**src/rtl/jrd_pkg.sv**
```systemverilog
// Shared frame geometry for the register access data register.
// Assumes a fixed frame: data field low, address above, direction flag on top.
package jrd_pkg;
    localparam int DATA_W  = 32;
    localparam int ADDR_W  = 7;
    localparam int FRAME_W = DATA_W + ADDR_W + 1;
    localparam int FLAG_POS = FRAME_W - 1;

    typedef struct packed {
        logic              wr;
        logic [ADDR_W-1:0] addr;
        logic [DATA_W-1:0] data;
    } frame_t;
endpackage

```
**src/rtl/jrd_shift_reg.sv**
```systemverilog
// Serial frame register: parallel load at capture, LSB-first shift.
// Assumes capture and shift strobes are never asserted together; capture wins.
module jrd_shift_reg #(
    parameter int FRAME_W = 40,
    parameter int DATA_W  = 32
) (
    input  logic               clk,
    input  logic               rst_n,
    input  logic               sel,
    input  logic               capture,
    input  logic               shift,
    input  logic               tdi,
    input  logic [DATA_W-1:0]  load_data,
    output logic [FRAME_W-1:0] frame,
    output logic               tdo
);
    localparam int HI_W = FRAME_W - DATA_W;

    // Frame register: load held result at capture, shift toward bit 0 otherwise
    always_ff @(posedge clk) begin
        if (!rst_n) begin
            frame <= '0;
        end else if (sel && capture) begin
            frame <= {{HI_W{1'b0}}, load_data};
        end else if (sel && shift) begin
            frame <= {tdi, frame[FRAME_W-1:1]};
        end
    end

    assign tdo = frame[0];


    capture_zero_hi_chk: assert property (@(posedge clk) disable iff (!rst_n)
        (sel && capture) |=> (frame[FRAME_W-1:DATA_W] == '0));


    shift_order_chk: assert property (@(posedge clk) disable iff (!rst_n)
        (sel && shift && !capture) |=> (frame[FRAME_W-2:0] == $past(frame[FRAME_W-1:1])));


    unselected_hold_chk: assert property (@(posedge clk) disable iff (!rst_n)
        !sel |=> $stable(frame));
endmodule

```
**src/rtl/jrd_access.sv**
```systemverilog
// Turns an updated frame into one bus request and holds the read result.
// Assumes the bus returns read data combinationally in the request cycle,
// and that update strobes are separated by at least one idle cycle.
module jrd_access
    import jrd_pkg::*;
#(
    parameter int          NUM_REGS = 8,
    parameter logic [31:0] ID_VALUE = 32'h4A52_4431
) (
    input  logic              clk,
    input  logic              rst_n,
    input  logic              sel,
    input  logic              update,
    input  frame_t            frame,
    input  logic [DATA_W-1:0] bus_rdata,
    output logic              req_valid,
    output logic              req_write,
    output logic [ADDR_W-1:0] req_addr,
    output logic [DATA_W-1:0] req_wdata,
    output logic [DATA_W-1:0] held
);
    localparam int CMP_W = ADDR_W + 1;
    localparam logic [CMP_W-1:0] LIMIT = CMP_W'(NUM_REGS);

    logic   pend;
    frame_t pend_f;
    logic   is_id;
    logic   is_impl;

    // Request stage: latch the frame fields at a selected update
    always_ff @(posedge clk) begin
        if (!rst_n) begin
            pend   <= 1'b0;
            pend_f <= '0;
        end else if (sel && update) begin
            pend   <= 1'b1;
            pend_f <= frame;
        end else begin
            pend   <= 1'b0;
        end
    end

    assign is_id   = (pend_f.addr == '0);
    assign is_impl = !is_id && ({1'b0, pend_f.addr} < LIMIT);

    assign req_valid = pend && is_impl;
    assign req_write = pend_f.wr;
    assign req_addr  = pend_f.addr;
    assign req_wdata = pend_f.data;

    // Result holder: record the read answer; writes leave it alone
    always_ff @(posedge clk) begin
        if (!rst_n) begin
            held <= '0;
        end else if (pend && !pend_f.wr) begin
            if (is_id)        held <= ID_VALUE;
            else if (is_impl) held <= bus_rdata;
            else              held <= '0;
        end
    end


    single_strobe_chk: assert property (@(posedge clk) disable iff (!rst_n)
        req_valid |=> !req_valid);


    no_id_strobe_chk: assert property (@(posedge clk) disable iff (!rst_n)
        req_valid |-> (req_addr != '0));


    addr_in_range_chk: assert property (@(posedge clk) disable iff (!rst_n)
        req_valid |-> ({1'b0, req_addr} < LIMIT));


    write_keeps_held_chk: assert property (@(posedge clk) disable iff (!rst_n)
        (req_valid && req_write) |=> $stable(held));


    unselected_update_chk: assert property (@(posedge clk) disable iff (!rst_n)
        (update && !sel) |=> !req_valid);
endmodule

```
**src/rtl/jtag_regacc_dr.sv**
```systemverilog
// Register access data register: 40-bit scan frame to register bus request.
// Assumes the TAP strobes are synchronous enables in the clk domain.
module jtag_regacc_dr
    import jrd_pkg::*;
#(
    parameter int          NUM_REGS = 8,
    parameter logic [31:0] ID_VALUE = 32'h4A52_4431
) (
    input  logic              clk,
    input  logic              rst_n,
    input  logic              instr_sel,
    input  logic              capture_dr,
    input  logic              shift_dr,
    input  logic              update_dr,
    input  logic              tdi,
    output logic              tdo,
    output logic              req_valid,
    output logic              req_write,
    output logic [ADDR_W-1:0] req_addr,
    output logic [DATA_W-1:0] req_wdata,
    input  logic [DATA_W-1:0] bus_rdata
);
    logic [FRAME_W-1:0] frame_bits;
    logic [DATA_W-1:0]  held;

    jrd_shift_reg #(
        .FRAME_W (FRAME_W),
        .DATA_W  (DATA_W)
    ) u_shift (
        .clk       (clk),
        .rst_n     (rst_n),
        .sel       (instr_sel),
        .capture   (capture_dr),
        .shift     (shift_dr),
        .tdi       (tdi),
        .load_data (held),
        .frame     (frame_bits),
        .tdo       (tdo)
    );

    jrd_access #(
        .NUM_REGS (NUM_REGS),
        .ID_VALUE (ID_VALUE)
    ) u_access (
        .clk       (clk),
        .rst_n     (rst_n),
        .sel       (instr_sel),
        .update    (update_dr),
        .frame     (frame_t'(frame_bits)),
        .bus_rdata (bus_rdata),
        .req_valid (req_valid),
        .req_write (req_write),
        .req_addr  (req_addr),
        .req_wdata (req_wdata),
        .held      (held)
    );
endmodule

```
**config.mk**
```make
export PLATFORM = sky130hd
export DESIGN_NAME = jtag_regacc_dr
export DESIGN_NICKNAME = d
export VERILOG_FILES = /design/src/rtl/jrd_pkg.sv /design/src/rtl/jrd_shift_reg.sv /design/src/rtl/jrd_access.sv /design/src/rtl/jtag_regacc_dr.sv
export SDC_FILE = /design/constraint.sdc
export NUM_CORES = 1
export LEC_CHECK = 0
export BUFFER_PORTS_ARGS = -buffer_cell sky130_fd_sc_hd__buf_2
export CELL_PAD_IN_SITES_DETAIL_PLACEMENT = 1
export CELL_PAD_IN_SITES_GLOBAL_PLACEMENT = 2
export CORE_MARGIN = 1
export CORE_UTILIZATION = 35
export CTS_BUF_LIST = sky130_fd_sc_hd__clkbuf_4 sky130_fd_sc_hd__clkbuf_8 sky130_fd_sc_hd__clkbuf_16
export CTS_CLUSTER_SIZE = 14
export DETAILED_ROUTE_END_ITERATION = 7
export PLACE_DENSITY_LB_ADDON = 0.3
export SYNTH_ARGS = -nofsm -noshare
export SYNTH_HDL_FRONTEND = slang
export SYNTH_SLANG_ARGS = --single-unit
```
**constraint.sdc**
```tcl
create_clock -name clk -period 3.9 [get_ports clk]
set_input_delay 0.195 -clock clk [delete_from_list [all_inputs] [get_ports clk]]
set_output_delay 0.195 -clock clk [all_outputs]
set_load 0.03 [all_outputs]
```
==> out/summary.md, run 1 <==
* multiplexer share of the synthesized area: 6.96%
* number of vias after detailed routing: 3488
* total negative setup slack: 0 ps
* total DRC errors in the routed layout: 0
* fraction of final layout cells with drive strength greater than 1: 22.0%
* core footprint: 12000 µm²
* max-capacitance violation count: 0
* count of final setup violators: 0
* global route total overflow: 0
* worst hold path cell count: 2
* largest family of logic cells by synthesized area: compound AO/OA/AOI/OAI gates
* CP Launch Type: flop
* status: finished clean
* Post-DP HPWL: 7.17 mm
* clock tree buffer depth: 2
* DR pass1 iterations: 4
* number of input and output port buffers inserted: 80
* mean area per synthesized cell: 9.55 µm²
* H-tree level count: 4
* Yosys reg bits: 113
* Inserted Clock Buffers: 17
* post-layout net count: 576
* initial standard-cell utilization of the core: 35.9%
* slowest CP cell: sky130_fd_sc_hd__nor3_2
* setup repair after global routing missed its margin: no
* Setup crit start: u_access.req_addr[0]
* post-synthesis cell area: 4320 µm²
* net count after synthesis: 491
* worst min-delay path endpoint: u_access.held[16]
* DR iter-0 viols: 143
* residual antenna-violating net count after detailed routing: 0
* antenna diode count: 0
* share of synthesized cell area in full adder, half adder and majority cells: 0%
* boundary pin count: 81
* Total Die Area: 12800 µm²
* clock sink count: 113
* worst slew pin tran: 1120 ps
* slowest cell delay on critical path: 910 ps
* number of core rows: 40
* area added between synthesis and finish: 27.9%
* length in cells of the worst reg-to-reg path: 3
* final critical-path setup slack: 1590 ps
* endpoint type of the worst setup path: output pin
* class of the tightest hold or removal check: in2reg
* ordered cell list for the critical path: nor3_2 > nor3b_1 > buf_2
* clock tree from TritonCTS: built
* last weighted congestion value of the routability-driven placer: 0.724
* Mapped Cells: 452
* Yosys Warn Count: 0
* DRT Wirelength: 11.3 mm
* worst-case register-to-register setup slack: 1820 ps
* commonest cells after routing, fill and taps aside: 132 x sky130_fd_sc_hd__nand2_1, 113 x sky130_fd_sc_hd__dfxtp_1, 80 x sky130_fd_sc_hd__buf_2
* source of the worst hold timing path: bus_rdata[16]
* area of all sequential standard cells: 2260 µm²
* upper clock frequency limit: 0.432 GHz
* DIE WIDTH: 113 µm
* required time reported for the critical path endpoint: 3700 ps
* footprint of the multi-input gates: 1890 µm²
* clock input transition at the sequential cells of the worst setup and hold paths: 50 ps
* Post-CTS Repair Setup Buffers: 0
* basic-gate share of the synthesized area counting and, or, nand and nor cells: 14.1%
* clk_lat worst skew: 410 ps
* number of fill cells in the layout: 1404
* worst path buffer plus inverter count: 1
* critical register-to-register path endpoint: u_access.held[12]
* data arrival time of the critical path: 2120 ps
* Final Max Slew Viols: 0
* worst clock skew: 5.01 ps
* most common cell after layout, fill and taps aside: sky130_fd_sc_hd__nand2_1
* power density over the cells: 518 nW/µm²
* Crit Path Max Fanout: 13
* maximum number of pins on one net before global-route repair: 62
* post-route minimum period: 2310 ps
* antenna violations before repair: 0
* sequential element share of the synthesized area: 52.4%
* type of the setup path with the least slack: reg2out
* DR WL/cell: 16.2 µm
* period utilisation layout: 59.3%
* Max transition margin: 24.8%
* Final Total Pwr: 2.86 mW
* first-pass GRT wire length: 18.4 mm
* overall global routing resource usage: 19.0%
* root buffer selected by CTS: sky130_fd_sc_hd__clkbuf_16
* final hold violations: 0
* number of different library cells in the post-synthesis netlist: 25
* xor and xnor fraction of the mapped netlist area: 0%
* Top Family by Delay on Critical Path: simple AND/OR/NAND/NOR gates
* leakage power of the design: 2.60 nW
* pre-CTS setup slack: 1670 ps
* startpoint of the most critical register-to-register path: u_access.req_addr[6]
* vias in the first global route: 3553
* Max IR drop VDD: 0.000310 V
* detailed-route vias per instance: 5.01
* area fraction in compound gates after synthesis: 22.4%
* die height: 113 µm
[area by class of cell]
cell class / instances / share of cell area (%)
flip-flops and latches: 113 / 41.0
multi-input cells: 300 / 34.2
repair buffers: 103 / 11.2
clock buffers: 26 / 9.72
well taps: 147 / 3.33
clock inverters: 5 / 0.453
inverters: 2 / 0.136
[what timing repair did]
action                                 CTS  global route
resized for setup                        0             0
endpoints found under the hold margin   18             0
hold buffers                            18             0
[flip-flops by register name (all words and copies together), names as in the netlist]
register            count
u_shift.frame          40
u_access.held          32
u_access.req_wdata     32
u_access.req_addr       7
u_access.pend           1
u_access.req_write      1
[where the power goes]
group / internal [mW] / total [mW] / switching (mW)
registers: 1.20 / 1.22 / 0.0274
logic: 0.0823 / 0.200 / 0.117
clock network: 0.933 / 1.44 / 0.506
[logic make-up (layout without fill, tap and decap cells)]
logic type | after synthesis | in the layout
simple gates | 153 | 153
compound gates | 117 | 117
buf+inv | 39 | 136
flops | 113 | 113
mux | 30 | 30
[per-layer routing]
metal	vias to the layer above	global-route usage [%]	part of all wire, %
li1	1726	-	-
met1	1681	23.2	48
met2	65	31.2	47
met3	16	4.93	3.2
met4	0	8.95	2.1
met5	-	0	0
[cell usage after synthesis (all sizes together)]
cell type  instances  area [µm²]
a21boi            41         308
a21oi              9        45.0
a22o              22         193
a31oi              1        6.26
and2               2        12.5
and3               1        6.26
buf               13        83.8
clkbuf            24        90.1
dfxtp            113        2260
inv                2        7.51
mux2i             30         300
nand2            132         495
nand3b             1        7.51
nor2              12        45.0
nor3               2        15.0
nor3b              1        7.51
o211a             30         300
o21a               1        7.51
o21ai              2        10.0
o2bb2ai           11        96.3
or2                1        6.26
or4                1        11.3
[worst max path at each step]
stage | endpoint | slack (ps) | cells after the start
6_report | req_valid | 1590 | 3
5_1_grt | req_valid | 1460 | 3
4_1_cts | req_valid | 1520 | 3
3_5_place_dp | u_shift.frame[7] | 1670 | 5
3_3_place_gp | u_shift.frame[23] | 1790 | 5
2_1_floorplan | req_valid | 1980 | 2
[through the flow]
stage          hold WS, ps  cell area (µm²)  util (%)  instances
2_1_floorplan          321             4320         -        452
3_3_place_gp           409             4780      39.8        647
5_1_grt               22.5             5520      46.0        696
4_1_cts              0.808             5520      46.0        696
6_report              14.5             5520      46.0        696
3_5_place_dp           409             4780      39.8        647
No activity file was read; power rests on OpenSTA's default activity.
==> run 2: changes to the inputs <==
--- a/config.mk
+++ b/config.mk
@@ -5,11 +5,12 @@
 export SDC_FILE = /design/constraint.sdc
 export NUM_CORES = 1
 export LEC_CHECK = 0
+export ABC_AREA = 1
 export BUFFER_PORTS_ARGS = -buffer_cell sky130_fd_sc_hd__buf_2
 export CELL_PAD_IN_SITES_DETAIL_PLACEMENT = 1
 export CELL_PAD_IN_SITES_GLOBAL_PLACEMENT = 2
 export CORE_MARGIN = 1
-export CORE_UTILIZATION = 35
+export CORE_UTILIZATION = 28
 export CTS_BUF_LIST = sky130_fd_sc_hd__clkbuf_4 sky130_fd_sc_hd__clkbuf_8 sky130_fd_sc_hd__clkbuf_16
 export CTS_CLUSTER_SIZE = 14
 export DETAILED_ROUTE_END_ITERATION = 7
==> constraint.sdc (replaced) <==
create_clock -name clk -period 2 [get_ports clk]
set_input_delay 0.1 -clock clk [delete_from_list [all_inputs] [get_ports clk]]
set_output_delay 0.1 -clock clk [all_outputs]
set_load 0.03 [all_outputs]
==> out/summary.md, run 2 <==
* maximum number of pins on one net before global-route repair: 54
* EDFF count, synth: 0
* final-layout worst hold slack: 113 ps
* Crit Path Max Fanout: 17
* Yosys reg bits: 113
* number of vias after detailed routing: 4243
* total negative setup slack: 0 ps
* switching power summed over all nets: 1.57 mW
* max-capacitance violation count: 0
* startpoint of the most critical register-to-register path: u_access.req_addr[3]
* global route total overflow: 0
* Max transition margin: 60.1%
* post-layout net count: 691
* vias in the first global route: 4264
* Mapped Cells: 551
* overall global routing resource usage: 18.1%
* area added between synthesis and finish: 33.0%
* Flop pwr share: 41.5%
* power density over the cells: 1020 nW/µm²
* Post-DP HPWL: 8.69 mm
* most instantiated library cell after synthesis: sky130_fd_sc_hd__dfxtp_1
* DR iter-0 viols: 265
* upper clock frequency limit: 0.604 GHz
* last weighted congestion value of the routability-driven placer: 0.711
* slowest CP cell: sky130_fd_sc_hd__dfxtp_1
* cell-internal power: 4.34 mW
* CP Launch Type: flop
* clock sink count: 113
* endpoint type of the worst setup path: output pin
* core utilization of the finished layout: 38.0%
* ordered cell list for the critical path: clkinv_1 > buf_4 > nand3_1 > nor2_1 > buf_2
* Final Total Pwr: 5.90 mW
* Largest register FFs: 40
* largest cells by area after synthesis: sky130_fd_sc_hd__dfxtp_1 52%, sky130_fd_sc_hd__o21ai_0 12%, sky130_fd_sc_hd__a21oi_1 12%, sky130_fd_sc_hd__nand4_1 4.6%, sky130_fd_sc_hd__nand2_1 4.3%
* root buffer selected by CTS: sky130_fd_sc_hd__clkbuf_16
* number of input and output port buffers inserted: 80
* total DRC errors in the routed layout: 0
* worst slew pin tran: 597 ps
* required time reported for the critical path endpoint: 1900 ps
* commonest cells after routing, fill and taps aside: 113 x sky130_fd_sc_hd__dfxtp_1, 106 x sky130_fd_sc_hd__o21ai_0, 104 x sky130_fd_sc_hd__a21oi_1
* DIE WIDTH: 127 µm
* Post-CTS Repair Setup Buffers: 0
* Yosys Warn Count: 0
* proportion of netlist area held by the largest area contributor: 52.0%
* hold bufs inserted after CTS: 33
* status: finished clean
* share of total power in the clock network: 46.1%
* number of different library cells in the post-synthesis netlist: 21
* cell taking the most area after synthesis: sky130_fd_sc_hd__dfxtp_1
* proportion of register bits with asynchronous set or reset after synthesis: 0%
* post-route minimum period: 1660 ps
* fraction of final layout cells with drive strength greater than 1: 20.2%
* DR pass1 iterations: 4
* detailed-route vias per instance: 4.99
* Setup crit start: u_access.req_addr[3]
* worst clock skew: 7.31 ps
* most frequent cells after synthesis: 113 x sky130_fd_sc_hd__dfxtp_1, 106 x sky130_fd_sc_hd__o21ai_0, 104 x sky130_fd_sc_hd__a21oi_1
* number of placed instances with taps included: 788
* critical register-to-register path endpoint: u_access.held[11]
* largest register by flop count: u_shift.frame
* boundary pin count: 81
* clock tree buffer depth: 2
* die height: 127 µm
* initial standard-cell utilization of the core: 28.6%
* post-synthesis cell area: 4350 µm²
* Total Die Area: 16000 µm²
* leakage power of the design: 2.34 nW
* non-filler cells, final: 851
* residual antenna-violating net count after detailed routing: 0
* Worst setup endpoint: req_valid
* antenna violations before repair: 0
* DR WL/cell: 16.3 µm
* antenna diode count: 0
* cts repair resizes: 0
* DRT Wirelength: 13.9 mm
* slowest cell delay on critical path: 340 ps
* part of the power in combinational logic: 12.4%
* H-tree level count: 4
* length in cells of the worst reg-to-reg path: 5
* clk_lat worst skew: 420 ps
* clock tree from TritonCTS: built
* class of the tightest hold or removal check: in2reg
* flip-flop cell with the highest count after synthesis: sky130_fd_sc_hd__dfxtp_1
* Max IR drop VDD: 0.000601 V
* count of final setup violators: 0
* setup repair after global routing missed its margin: no
* mean area per synthesized cell: 7.89 µm²
* data arrival time of the critical path: 1560 ps
* net count after synthesis: 590
* type of the setup path with the least slack: reg2out
* Switching Share: 26.6%
* period utilisation layout: 82.8%
* first-pass GRT wire length: 22.1 mm
* most common cell after layout, fill and taps aside: sky130_fd_sc_hd__dfxtp_1
* sequential element share of the synthesized area: 52.0%
* core footprint: 15200 µm²
* Final Max Slew Viols: 0
* clock input transition at the sequential cells of the worst setup and hold paths: 50 ps
* Inserted Clock Buffers: 17
* number of core rows: 45
* worst-case register-to-register setup slack: 610 ps
* final hold violations: 0
==> run 2: changes by cell type in the layout (fill, tap and decap cells not counted), moves of 32 or more <==
cell                       change
sky130_fd_sc_hd__nand4_1      +32
sky130_fd_sc_hd__nand2_1      -82
sky130_fd_sc_hd__a21boi_0     -40
sky130_fd_sc_hd__o21ai_0     +104
sky130_fd_sc_hd__a21oi_1      +95
sky130_fd_sc_hd__inv_1        +35
==> run 2: power groups by stage <==
stage / clock (mW) / combinational, mW / sequential [mW]
final: 2.72 / 0.734 / 2.45
after global routing: 2.89 / 0.809 / 2.46
after CTS: 2.78 / 0.739 / 2.45
after detailed placement: 0 / 0.685 / 2.50
after global placement: 0 / 0.669 / 2.49
after floorplan: 0 / 0.357 / 2.58
==> run 2: worst min path at each step <==
stage,endpoint,depth (start not counted),start
floorplan,u_shift.frame[39],2,tdi
finish,u_shift.frame[14],5,capture_dr
global placement,u_shift.frame[39],3,tdi
CTS,u_shift.frame[14],5,capture_dr
detailed placement,u_shift.frame[39],3,tdi
global route,u_shift.frame[14],5,capture_dr
==> run 2: layer usage <==
layer  track usage (%)  share of wire (%)  up-vias
li1                  -                  -     2100
met1              22.7                 47     2041
met2              29.6                 47       82
met3              4.56                3.8       20
met4              7.73                1.8        0
met5                 0                  0        -
==> run 2: through the flow <==
step / area (µm²) / worst slack (ps)
final: 5780 / 344
after detailed placement: 4920 / 411
after CTS: 5780 / 298
after floorplan: 4350 / 462
after global routing: 5780 / 240
after global placement: 4920 / 484
==> run 2: final cells by class <==
cell class / count / area, µm²
clock buffer: 23 / 495
clock inverter: 7 / 35.0
fill: 1829 / 9420
inverter: 42 / 158
multi-input combinational: 349 / 1720
sequential: 113 / 2260
tap: 188 / 235
timing repair buffer: 129 / 876
==> run 2: kinds of logic (layout without fill, tap and decap cells) <==
family	Yosys count	in the layout	synth area share, %
AOI/OAI and AO/OA	241	241	27.9
buffers and inverters	89	201	8.49
DFF	113	113	52.0
and+or+nand+nor	108	108	11.5
==> run 2: critical path: cells and delay by family, from the launching register on <==
| family | cells | cell delay [ps] |
|---|---|---|
| flops | 1 | 340 |
| buf+inv | 3 | 530 |
| simple gates | 2 | 260 |
==> run 3: changes to the inputs <==
--- a/config.mk
+++ b/config.mk
@@ -10,7 +10,7 @@
 export CELL_PAD_IN_SITES_DETAIL_PLACEMENT = 1
 export CELL_PAD_IN_SITES_GLOBAL_PLACEMENT = 2
 export CORE_MARGIN = 1
-export CORE_UTILIZATION = 28
+export CORE_UTILIZATION = 31
 export CTS_BUF_LIST = sky130_fd_sc_hd__clkbuf_4 sky130_fd_sc_hd__clkbuf_8 sky130_fd_sc_hd__clkbuf_16
 export CTS_CLUSTER_SIZE = 14
 export DETAILED_ROUTE_END_ITERATION = 7
==> constraint.sdc (replaced) <==
create_clock -name clk -period 1.7 [get_ports clk]
set_input_delay 0.085 -clock clk [delete_from_list [all_inputs] [get_ports clk]]
set_output_delay 0.085 -clock clk [all_outputs]
set_load 0.03 [all_outputs]
==> out/summary.md, run 3 (synthesized netlist as in run 2, its figures left out) <==
* status: finished clean
* CP Launch Type: flop
* clock tree from TritonCTS: built
* DIE WIDTH: 120 µm
* non-filler cells, final: 845
* upper clock frequency limit: 0.648 GHz
* count of final setup violators: 0
* DR pass1 iterations: 4
* leakage power of the design: 2.38 nW
* maximum number of pins on one net before global-route repair: 70
* Crit Path Max Fanout: 14
* number of input and output port buffers inserted: 80
* commonest cells after routing, fill and taps aside: 113 x sky130_fd_sc_hd__dfxtp_1, 106 x sky130_fd_sc_hd__o21ai_0, 104 x sky130_fd_sc_hd__a21oi_1
* worst clock skew: 5.82 ps
* Top Family by Delay on Critical Path: buffers and inverters
* data arrival time of the critical path: 1460 ps
* residual antenna-violating net count after detailed routing: 0
* post-route minimum period: 1540 ps
* clock sink count: 113
* worst path buffer plus inverter count: 2
* initial standard-cell utilization of the core: 32.3%
* clock tree buffer depth: 2
* overall global routing resource usage: 20.4%
* ordered cell list for the critical path: clkinv_2 > nand3_1 > nor2_1 > buf_2
* fraction of final layout cells with drive strength greater than 1: 21.1%
* number of core rows: 42
* Largest register FFs: 40
* max-capacitance violation count: 0
* power density over the cells: 1230 nW/µm²
* endpoint type of the worst setup path: output pin
* class of the tightest hold or removal check: in2reg
* detailed-route vias per instance: 5.05
* Max transition margin: 73.7%
* clock input transition at the sequential cells of the worst setup and hold paths: 50 ps
* global route total overflow: 0
* post-layout net count: 695
* DR WL/cell: 16.5 µm
* boundary pin count: 81
* final hold violations: 0
* most common cell after layout, fill and taps aside: sky130_fd_sc_hd__dfxtp_1
* root buffer selected by CTS: sky130_fd_sc_hd__clkbuf_16
* first-pass GRT wire length: 22.5 mm
* Max IR drop VDD: 0.000755 V
* last weighted congestion value of the routability-driven placer: 0.760
* area added between synthesis and finish: 34.6%
* antenna violations before repair: 0
* die height: 120 µm
* core footprint: 13500 µm²
* largest register by flop count: u_shift.frame
* slowest CP cell: sky130_fd_sc_hd__dfxtp_1
* Inserted Clock Buffers: 17
* number of vias after detailed routing: 4270
* number of fill cells in the layout: 1638
* DR iter-0 viols: 198
* period utilisation layout: 90.8%
* setup repair after global routing missed its margin: no
* required time reported for the critical path endpoint: 1620 ps
* Final Max Slew Viols: 0
* vias in the first global route: 4449
* slowest cell delay on critical path: 390 ps
* number of placed instances with taps included: 780
* total negative setup slack: 0 ps
* antenna diode count: 0
* Post-CTS Repair Setup Buffers: 0
* H-tree level count: 4
* clk_lat worst skew: 410 ps
* total DRC errors in the routed layout: 0
* type of the setup path with the least slack: reg2out
* Post-DP HPWL: 8.80 mm
* DRT Wirelength: 14.0 mm
* Total Die Area: 14500 µm²
* worst slew pin tran: 394 ps
==> run 3: worst paths after layout <==
path,slack [ps],end,cells after the start,from
max,160,req_valid,4,u_access.req_addr[3]
min,110,u_access.held[22],3,rst_n
max reg2reg,340,u_access.held[1],6,u_access.req_addr[6]
min reg2reg,460,u_shift.frame[16],2,u_shift.frame[16]
==> run 3: metrics by stage <==
step	setup slack, ps	power [mW]	utilization [%]	cell area [µm²]	hold slack (ps)
after floorplan	177	3.45	-	4350	230
after global placement	215	3.73	36.7	4940	358
after detailed placement	180	3.75	36.7	4940	365
after CTS	129	7.28	43.5	5850	98.2
after global routing	62.6	7.50	43.5	5850	120
final	156	7.19	43.5	5850	112
==> run 3: routing by layer <==
metal	GRT usage [%]	routed length [µm]	part of all wire (%)
met2	34.6	6700	48
met4	8.56	308	2.2
met3	4.29	393	2.8
met5	0	0	0
met1	24.9	6570	47
==> run 3: final cells by class <==
class                   count  area (µm²)  area share [%]
multi-input cells         349        1720            29.4
repair buffers            133         906            15.5
clock inverters             5        50.0           0.856
inverters                  42         159            2.72
clock buffers              27         532            9.09
well taps                 176         220            3.76
flip-flops and latches    113        2260            38.7
==> run 3: worst reg2reg max path, stage by stage, from the launching register on <==
cell                      delay, ps
sky130_fd_sc_hd__dfxtp_1        320
sky130_fd_sc_hd__inv_1           70
sky130_fd_sc_hd__nand2_1         70
sky130_fd_sc_hd__nor2_2         100
sky130_fd_sc_hd__buf_4          370
sky130_fd_sc_hd__nand4_1        160
sky130_fd_sc_hd__a21oi_1        190
==> run 3: power breakdown <==
part	internal (mW)	switching [mW]	total [mW]
Sequential	2.80	0.0785	2.88
Combinational	0.301	0.579	0.881
Clock	2.27	1.16	3.43
Total	5.38	1.82	7.19
==> run 3: repair_timing <==
action                                  4_1_cts  5_1_grt
endpoints found under the setup margin        1        0
gates resized for setup                       1        0
hold buffers                                 33        0
hold endpoints to repair                     33        0
